## src/rtl/gate_pkg.sv

```systemverilog
package gate_pkg;
  localparam int WORD_W = 32;
  localparam int SEL_W  = 16;
  localparam int OFF_W  = 32;

  localparam logic [1:0] KIND_JUMP  = 2'd0;
  localparam logic [1:0] KIND_TASK  = 2'd1;
  localparam logic [1:0] KIND_FAULT = 2'd2;

  localparam logic [1:0] SRC_SOFT = 2'd0;

  localparam logic [4:0] TYPE_TASK = 5'h05;
  localparam logic [4:0] TYPE_INTR = 5'h0E;
  localparam logic [4:0] TYPE_TRAP = 5'h0F;

  localparam logic [7:0] FVEC_NOT_PRESENT = 8'd11;
  localparam logic [7:0] FVEC_PROTECTION  = 8'd13;

  typedef enum logic [2:0] {
    ST_IDLE, ST_LIMIT, ST_RDLO, ST_RDHI, ST_EVAL, ST_DONE
  } ctlState_t;

  typedef struct packed {
    logic latchReq;
    logic addrHi;
    logic loadLo;
    logic loadHi;
    logic loadRes;
  } dpStrobe_t;
endpackage

```

## src/rtl/gate_ctl.sv

```systemverilog
module gate_ctl
  import gate_pkg::*;
(
  input  logic      clk,
  input  logic      rstN,
  input  logic      reqValid,
  input  logic      rdReady,
  input  logic      overLimit,
  output logic      reqReady,
  output logic      rdValid,
  output logic      resValid,
  output dpStrobe_t strobe
);
  ctlState_t state, stateNext;

  always_ff @(posedge clk) begin
    if (!rstN) state <= ST_IDLE;
    else       state <= stateNext;
  end

  always_comb begin
    stateNext = state;
    strobe    = '0;
    rdValid   = 1'b0;
    reqReady  = 1'b0;
    resValid  = 1'b0;
    unique case (state)
      ST_IDLE: begin
        reqReady = 1'b1;
        if (reqValid) begin
          strobe.latchReq = 1'b1;
          stateNext       = ST_LIMIT;
        end
      end
      ST_LIMIT: begin
        if (overLimit) begin
          strobe.loadRes = 1'b1;
          stateNext      = ST_DONE;
        end else begin
          stateNext = ST_RDLO;
        end
      end
      ST_RDLO: begin
        rdValid       = 1'b1;
        strobe.loadLo = rdReady;
        if (rdReady) stateNext = ST_RDHI;
      end
      ST_RDHI: begin
        rdValid       = 1'b1;
        strobe.addrHi = 1'b1;
        strobe.loadHi = rdReady;
        if (rdReady) stateNext = ST_EVAL;
      end
      ST_EVAL: begin
        strobe.loadRes = 1'b1;
        stateNext      = ST_DONE;
      end
      ST_DONE: begin
        resValid  = 1'b1;
        stateNext = ST_IDLE;
      end
      default: stateNext = ST_IDLE;
    endcase
  end
endmodule

```

## src/rtl/gate_dp.sv

```systemverilog
module gate_dp
  import gate_pkg::*;
#(
  parameter int ADDR_W  = 32,
  parameter int LIMIT_W = 16,
  parameter int VEC_W   = 8
) (
  input  logic                clk,
  input  logic                rstN,
  input  dpStrobe_t           strobe,
  input  logic [VEC_W-1:0]    reqVector,
  input  logic [1:0]          reqSrc,
  input  logic [1:0]          reqCpl,
  input  logic                curIf,
  input  logic [ADDR_W-1:0]   tableBase,
  input  logic [LIMIT_W-1:0]  tableLimit,
  input  logic [WORD_W-1:0]   rdData,
  output logic [ADDR_W-1:0]   rdAddr,
  output logic                overLimit,
  output logic [1:0]          resKind,
  output logic [SEL_W-1:0]    resSelector,
  output logic [OFF_W-1:0]    resOffset,
  output logic                resIf,
  output logic [7:0]          resFaultVec,
  output logic [SEL_W-1:0]    resErrCode
);
  localparam int CMP_W = VEC_W + 3 + LIMIT_W;

  logic [VEC_W-1:0] vecQ;
  logic [1:0]       srcQ;
  logic [1:0]       cplQ;
  logic             ifQ;
  logic [15:0]      offLoQ;
  logic [SEL_W-1:0] selQ;
  logic [7:0]       attrQ;
  logic [15:0]      offHiQ;

  always_ff @(posedge clk) begin
    if (!rstN) begin
      vecQ <= '0;
      srcQ <= '0;
      cplQ <= '0;
      ifQ  <= 1'b0;
    end else if (strobe.latchReq) begin
      vecQ <= reqVector;
      srcQ <= reqSrc;
      cplQ <= reqCpl;
      ifQ  <= curIf;
    end
  end

  always_ff @(posedge clk) begin
    if (!rstN) begin
      offLoQ <= '0;
      selQ   <= '0;
      attrQ  <= '0;
      offHiQ <= '0;
    end else begin
      if (strobe.loadLo) begin
        offLoQ <= rdData[15:0];
        selQ   <= rdData[31:16];
      end
      if (strobe.loadHi) begin
        attrQ  <= rdData[15:8];
        offHiQ <= rdData[31:16];
      end
    end
  end

  logic [CMP_W-1:0]  entryEnd;
  logic [ADDR_W-1:0] entryAddr;

  always_comb begin
    entryEnd  = CMP_W'({vecQ, 3'b111});
    overLimit = entryEnd > CMP_W'(tableLimit);
    entryAddr = tableBase + ADDR_W'({vecQ, 3'b000});
    rdAddr    = strobe.addrHi ? entryAddr + ADDR_W'(4) : entryAddr;
  end

  logic       gPresent;
  logic [1:0] gDpl;
  logic [4:0] gType;
  logic       isIntr, isTrap, isTask, typeOk, softDenied, targetDenied;

  always_comb begin
    gPresent     = attrQ[7];
    gDpl         = attrQ[6:5];
    gType        = attrQ[4:0];
    isIntr       = gType == TYPE_INTR;
    isTrap       = gType == TYPE_TRAP;
    isTask       = gType == TYPE_TASK;
    typeOk       = isIntr | isTrap | isTask;
    softDenied   = (srcQ == SRC_SOFT) && (cplQ > gDpl);
    targetDenied = !isTask && (selQ[1:0] > cplQ);
  end

  logic [1:0]       nKind;
  logic [SEL_W-1:0] nSel;
  logic [OFF_W-1:0] nOff;
  logic             nIf;
  logic [7:0]       nFvec;
  logic [SEL_W-1:0] nErr;
  logic [SEL_W-1:0] faultErr;

  always_comb begin
    faultErr = SEL_W'({vecQ, 3'b000}) | SEL_W'(2) | SEL_W'(srcQ != SRC_SOFT);
    nKind = KIND_FAULT;
    nSel  = '0;
    nOff  = '0;
    nIf   = ifQ;
    nFvec = FVEC_PROTECTION;
    nErr  = faultErr;
    if (overLimit || !typeOk || softDenied) begin
      nFvec = FVEC_PROTECTION;
    end else if (!gPresent) begin
      nFvec = FVEC_NOT_PRESENT;
    end else if (targetDenied) begin
      nFvec = FVEC_PROTECTION;
    end else begin
      nFvec = '0;
      nErr  = '0;
      nSel  = selQ;
      if (isTask) begin
        nKind = KIND_TASK;
      end else begin
        nKind = KIND_JUMP;
        nOff  = {offHiQ, offLoQ};
        nIf   = isTrap ? ifQ : 1'b0;
      end
    end
  end

  always_ff @(posedge clk) begin
    if (!rstN) begin
      resKind     <= KIND_JUMP;
      resSelector <= '0;
      resOffset   <= '0;
      resIf       <= 1'b0;
      resFaultVec <= '0;
      resErrCode  <= '0;
    end else if (strobe.loadRes) begin
      resKind     <= nKind;
      resSelector <= nSel;
      resOffset   <= nOff;
      resIf       <= nIf;
      resFaultVec <= nFvec;
      resErrCode  <= nErr;
    end
  end
endmodule

```

## src/rtl/gate_dispatch.sv

```systemverilog
module gate_dispatch
  import gate_pkg::*;
#(
  parameter int ADDR_W  = 32,
  parameter int LIMIT_W = 16,
  parameter int VEC_W   = 8
) (
  input  logic               clk,
  input  logic               rstN,
  input  logic               reqValid,
  output logic               reqReady,
  input  logic [VEC_W-1:0]   reqVector,
  input  logic [1:0]         reqSrc,
  input  logic [1:0]         reqCpl,
  input  logic               curIf,
  input  logic [ADDR_W-1:0]  tableBase,
  input  logic [LIMIT_W-1:0] tableLimit,
  output logic               rdValid,
  input  logic               rdReady,
  output logic [ADDR_W-1:0]  rdAddr,
  input  logic [31:0]        rdData,
  output logic               resValid,
  output logic [1:0]         resKind,
  output logic [15:0]        resSelector,
  output logic [31:0]        resOffset,
  output logic               resIf,
  output logic [7:0]         resFaultVec,
  output logic [15:0]        resErrCode
);
  dpStrobe_t strobe;
  logic      overLimit;

  gate_ctl u_ctl (
    .clk      (clk),
    .rstN     (rstN),
    .reqValid (reqValid),
    .rdReady  (rdReady),
    .overLimit(overLimit),
    .reqReady (reqReady),
    .rdValid  (rdValid),
    .resValid (resValid),
    .strobe   (strobe)
  );

  gate_dp #(
    .ADDR_W (ADDR_W),
    .LIMIT_W(LIMIT_W),
    .VEC_W  (VEC_W)
  ) u_dp (
    .clk        (clk),
    .rstN       (rstN),
    .strobe     (strobe),
    .reqVector  (reqVector),
    .reqSrc     (reqSrc),
    .reqCpl     (reqCpl),
    .curIf      (curIf),
    .tableBase  (tableBase),
    .tableLimit (tableLimit),
    .rdData     (rdData),
    .rdAddr     (rdAddr),
    .overLimit  (overLimit),
    .resKind    (resKind),
    .resSelector(resSelector),
    .resOffset  (resOffset),
    .resIf      (resIf),
    .resFaultVec(resFaultVec),
    .resErrCode (resErrCode)
  );
endmodule

```

## config.mk

```make
export PLATFORM = sky130hd
export DESIGN_NAME = gate_dispatch
export DESIGN_NICKNAME = d
export VERILOG_FILES = /design/src/rtl/gate_pkg.sv /design/src/rtl/gate_ctl.sv /design/src/rtl/gate_dp.sv /design/src/rtl/gate_dispatch.sv
export SDC_FILE = /design/constraint.sdc
export NUM_CORES = 1
export LEC_CHECK = 0
export BUFFER_PORTS_ARGS = -buffer_cell sky130_fd_sc_hd__buf_2
export CORE_MARGIN = 2
export CORE_UTILIZATION = 40
export CTS_CLUSTER_SIZE = 16
export DETAILED_ROUTE_END_ITERATION = 10
export PLACE_DENSITY = 0.66
export SYNTH_ARGS = -nofsm -noshare
export SYNTH_HDL_FRONTEND = slang
export SYNTH_SLANG_ARGS = --single-unit
```

## constraint.sdc

```tcl
create_clock -name clk -period 4.4 [get_ports clk]
set_input_delay 0.66 -clock clk [delete_from_list [all_inputs] [get_ports clk]]
set_output_delay 0.66 -clock clk [all_outputs]
set_load 0.01 [all_outputs]
```

==> results.ini <==
[synth]
postSynthAreaPerCell_um2 = 8.45
synth_seq_cells = 134
synth.yosys.seq_area_share = 0.391
yosysWarnings = 0
ys.flop_type = dfxtp_1
synth_area_leaders = dfxtp_1 (39%), nand2_1 (9.5%), a21boi_0 (7.9%)
synthCells = 812
synthTopCellsByCount = nand2_1 (174), dfxtp_1 (134), a21boi_0 (72), clkbuf_1 (39), xnor2_1 (36)
yosys.area.top_type = dfxtp_1
async_flop_share = 0
yosysMostFrequentCell = nand2_1
synth_edf_count = 0
yosysTopAreaCellShare = 0.391
yosysUniqueCellTypes = 68
synth_area_um2 = 6860

[worst_hold_path]
min_path_type = reg -> reg
hold_path.startpoint = u_dp.offLoQ[8]$_SDFFE_PN0P_

[timing]
skew_ns = 0.0108
setup_viol = 0
fin_crit_ns = 4.29
slew_headroom = 0.249
tightest_slew_ns = 1.12
setup_slack_ns = 0.110
finalSetupTns_ns = 0
maxSlewViolCount = 0
fmax_ghz = 0.233
period_share = 0.975
rsz0062_at_grt = true
hold_ws_ns = 0.461
finalHoldViolCount = 0

[clock_tree]
cts_root_buffer = clkbuf_16
cts_tree = done
holdBufCountCts = 0
clock-sinks = 134
path_clk_slew_ns = 0.06
cts_buffer_depth = 2
clk_latency_ns = 0.42
ctsHtreeMaxLevel = 4
numCtsBuffers = 17

[power_and_ir_drop]
peakVddDrop_mv = 0.219
pwr-share-comb = 0.128
p_clk_frac = 0.479
internal_power_mw = 2.38
switching_share = 0.260
p_leak_nw = 3.68
p_switching_mw = 0.836
power.density_nw_per_um2 = 364
finalPower_mw = 3.21
seqPwrFrac = 0.393

[global_route]
use_met2 = 0.349
antenna_found_initial = 0
grt_overflow = 0
grtUsageMet1 = 0.262
busiest_layer = met2
grt_max_degree = 71
grt_usage = 0.207
grt_pass1_wl_um = 30000
grtUsageMet3 = 0.0571
grt_pass1_vias = 6075

[drt]
totalWireLength_um = 19200
vias_per_cell = 5.13
ant_nets = 0
drt_iter0_markers = 217
wire_per_inst_um = 15.5
drc_errors = 0
dr.pass1.iters = 4
num_vias = 6353

[floorplanning]
dieArea_um2 = 18200
num_rows = 47
coreArea_um2 = 16700
io_pins = 207
die_h_um = 135
die_w_um = 135
start_util = 0.411

[placement]
numPortBuffers = 192
gp_congestion = 0.855
dp_hpwl_um = 13900
dpl_worst_slack_ns = 0.0530

[setup_path]
critPathLaunchType = register
critPathCaptureType = output port
worst-setup-path-type = reg -> out
max_stage_delay_ns = 0.59
cp_slowest_cell = or4_4
crit_fanout = 5
critPathTopFamily = simple AND/OR/NAND/NOR gates
rr_startpoint = u_dp.vecQ[7]$_SDFFE_PN0P_
cp_common_cell = or4_4
critical_path_arrival_ns = 3.63
critPathLaunch = u_dp.vecQ[6]$_SDFFE_PN0P_
cp.required_ns = 3.74
cp_cell_sequence = ha_4, nand3_2, or4_4, a21o_1, or4_4, a2111oi_4, buf_4, nand3b_4, nor4_4, xnor2_1, buf_2
path_buf_inv = 2

[final_layout]
area_growth_pct = 28.6
final_util = 0.528
n_antenna_cell = 0
nets = 1124
drive_above_1_share = 0.278

[flow_run]
drv_cap = 0

[run_status]
outcome = finished clean

## worst reg2reg max path: stages (launching register included)
cell      delay [ns]
dfxtp_1         0.33
buf_4           0.16
ha_1            0.28
nand3_1         0.11
nor3_1          0.06
a211oi_1        0.55
and4b_1         0.36
o21ai_4         0.12
a31oi_1         0.80
o21ai_0         0.20
a21boi_0        0.19
## per-stage QoR
step / std cells / area, um2
after CTS: 1236 / 8740
final: 1238 / 8820
after global routing: 1238 / 8820
after detailed placement: 1204 / 8100
after global placement: 1204 / 8100
after floorplan: 821 / 6900
## what timing repair did
action | CTS | global route
setup endpoints to repair | 1 | 10
gates cloned | 0 | 0
gates resized for setup | 1 | 9
setup buffers | 0 | 2
pin swaps | 0 | 2
## logic make-up (layout without fill, tap and decap cells)
family          count (synthesis)  count (layout)  synth area share
simple gates                  319             319             0.224
buf+inv                        87             284            0.0569
compound gates                196             196             0.218
mux                             2               2           0.00310
flops                         134             134             0.391
other cells                     1              10          0.000547
xor+xnor                       51              51            0.0651
fa+ha+maj                      22              22            0.0412
## state kept, by name, indices dropped and copies added (netlist names), 2 cells and up
signal	flops
u_dp.resOffset	32
u_dp.offLoQ	16
u_dp.offHiQ	16
u_dp.resErrCode	10
u_dp.srcQ	2
u_dp.resFaultVec	2
u_dp.attrQ	8
u_dp.resSelector	16
u_ctl.state	3
u_dp.cplQ	2
u_dp.selQ	16
u_dp.vecQ	8
## layout by cell type, fill, tap and decap left out, types with 7 or more instances in the layout
master,count
a21boi_0,72
a21oi_1,20
a22o_1,32
a22oi_1,24
and2_1,7
buf_2,192
buf_4,29
clkbuf_16,17
conb_1,10
dfxtp_1,133
ha_1,19
inv_1,30
nand2_1,174
nand3_1,8
nand4_1,11
nor2_1,26
nor2b_1,27
nor3_1,16
o21ai_0,7
xnor2_1,36
xor2_1,15
## worst paths after layout
path	cells past startpoint	slack, ns	end
setup reg to reg	10	1.18	u_dp.resErrCode[0]$_SDFFE_PN0P_
setup / recovery	11	0.11	rdAddr[31]
hold reg to reg	2	0.46	u_dp.offLoQ[8]$_SDFFE_PN0P_
hold / removal	2	0.46	u_dp.offLoQ[8]$_SDFFE_PN0P_
## final cells by class
| type | instances | area [um2] |
|---|---|---|
| multi-input combinational | 600 | 3930 |
| clock buffer | 17 | 425 |
| inverter | 31 | 116 |
| sequential | 134 | 2680 |
| tap | 220 | 275 |
| fill | 1640 | 7880 |
| clock inverter | 15 | 216 |
| timing repair buffer | 221 | 1180 |
## layer usage
metal	part of all wire	vias up
met5	0	-
met4	0.010	0
met3	0.075	17
met2	0.47	191
met1	0.44	2950
li1	-	3195
## power by group through the flow
stage          registers, mW  clock network [mW]  logic [mW]
3_3_place_gp            1.29                   0       0.402
4_1_cts                 1.26                1.57       0.408
5_1_grt                 1.27                1.63       0.459
2_1_floorplan           1.28                   0       0.254
3_5_place_dp            1.29                   0       0.405
6_report                1.26                1.54       0.412
No activity file was read; power rests on OpenSTA's default activity.
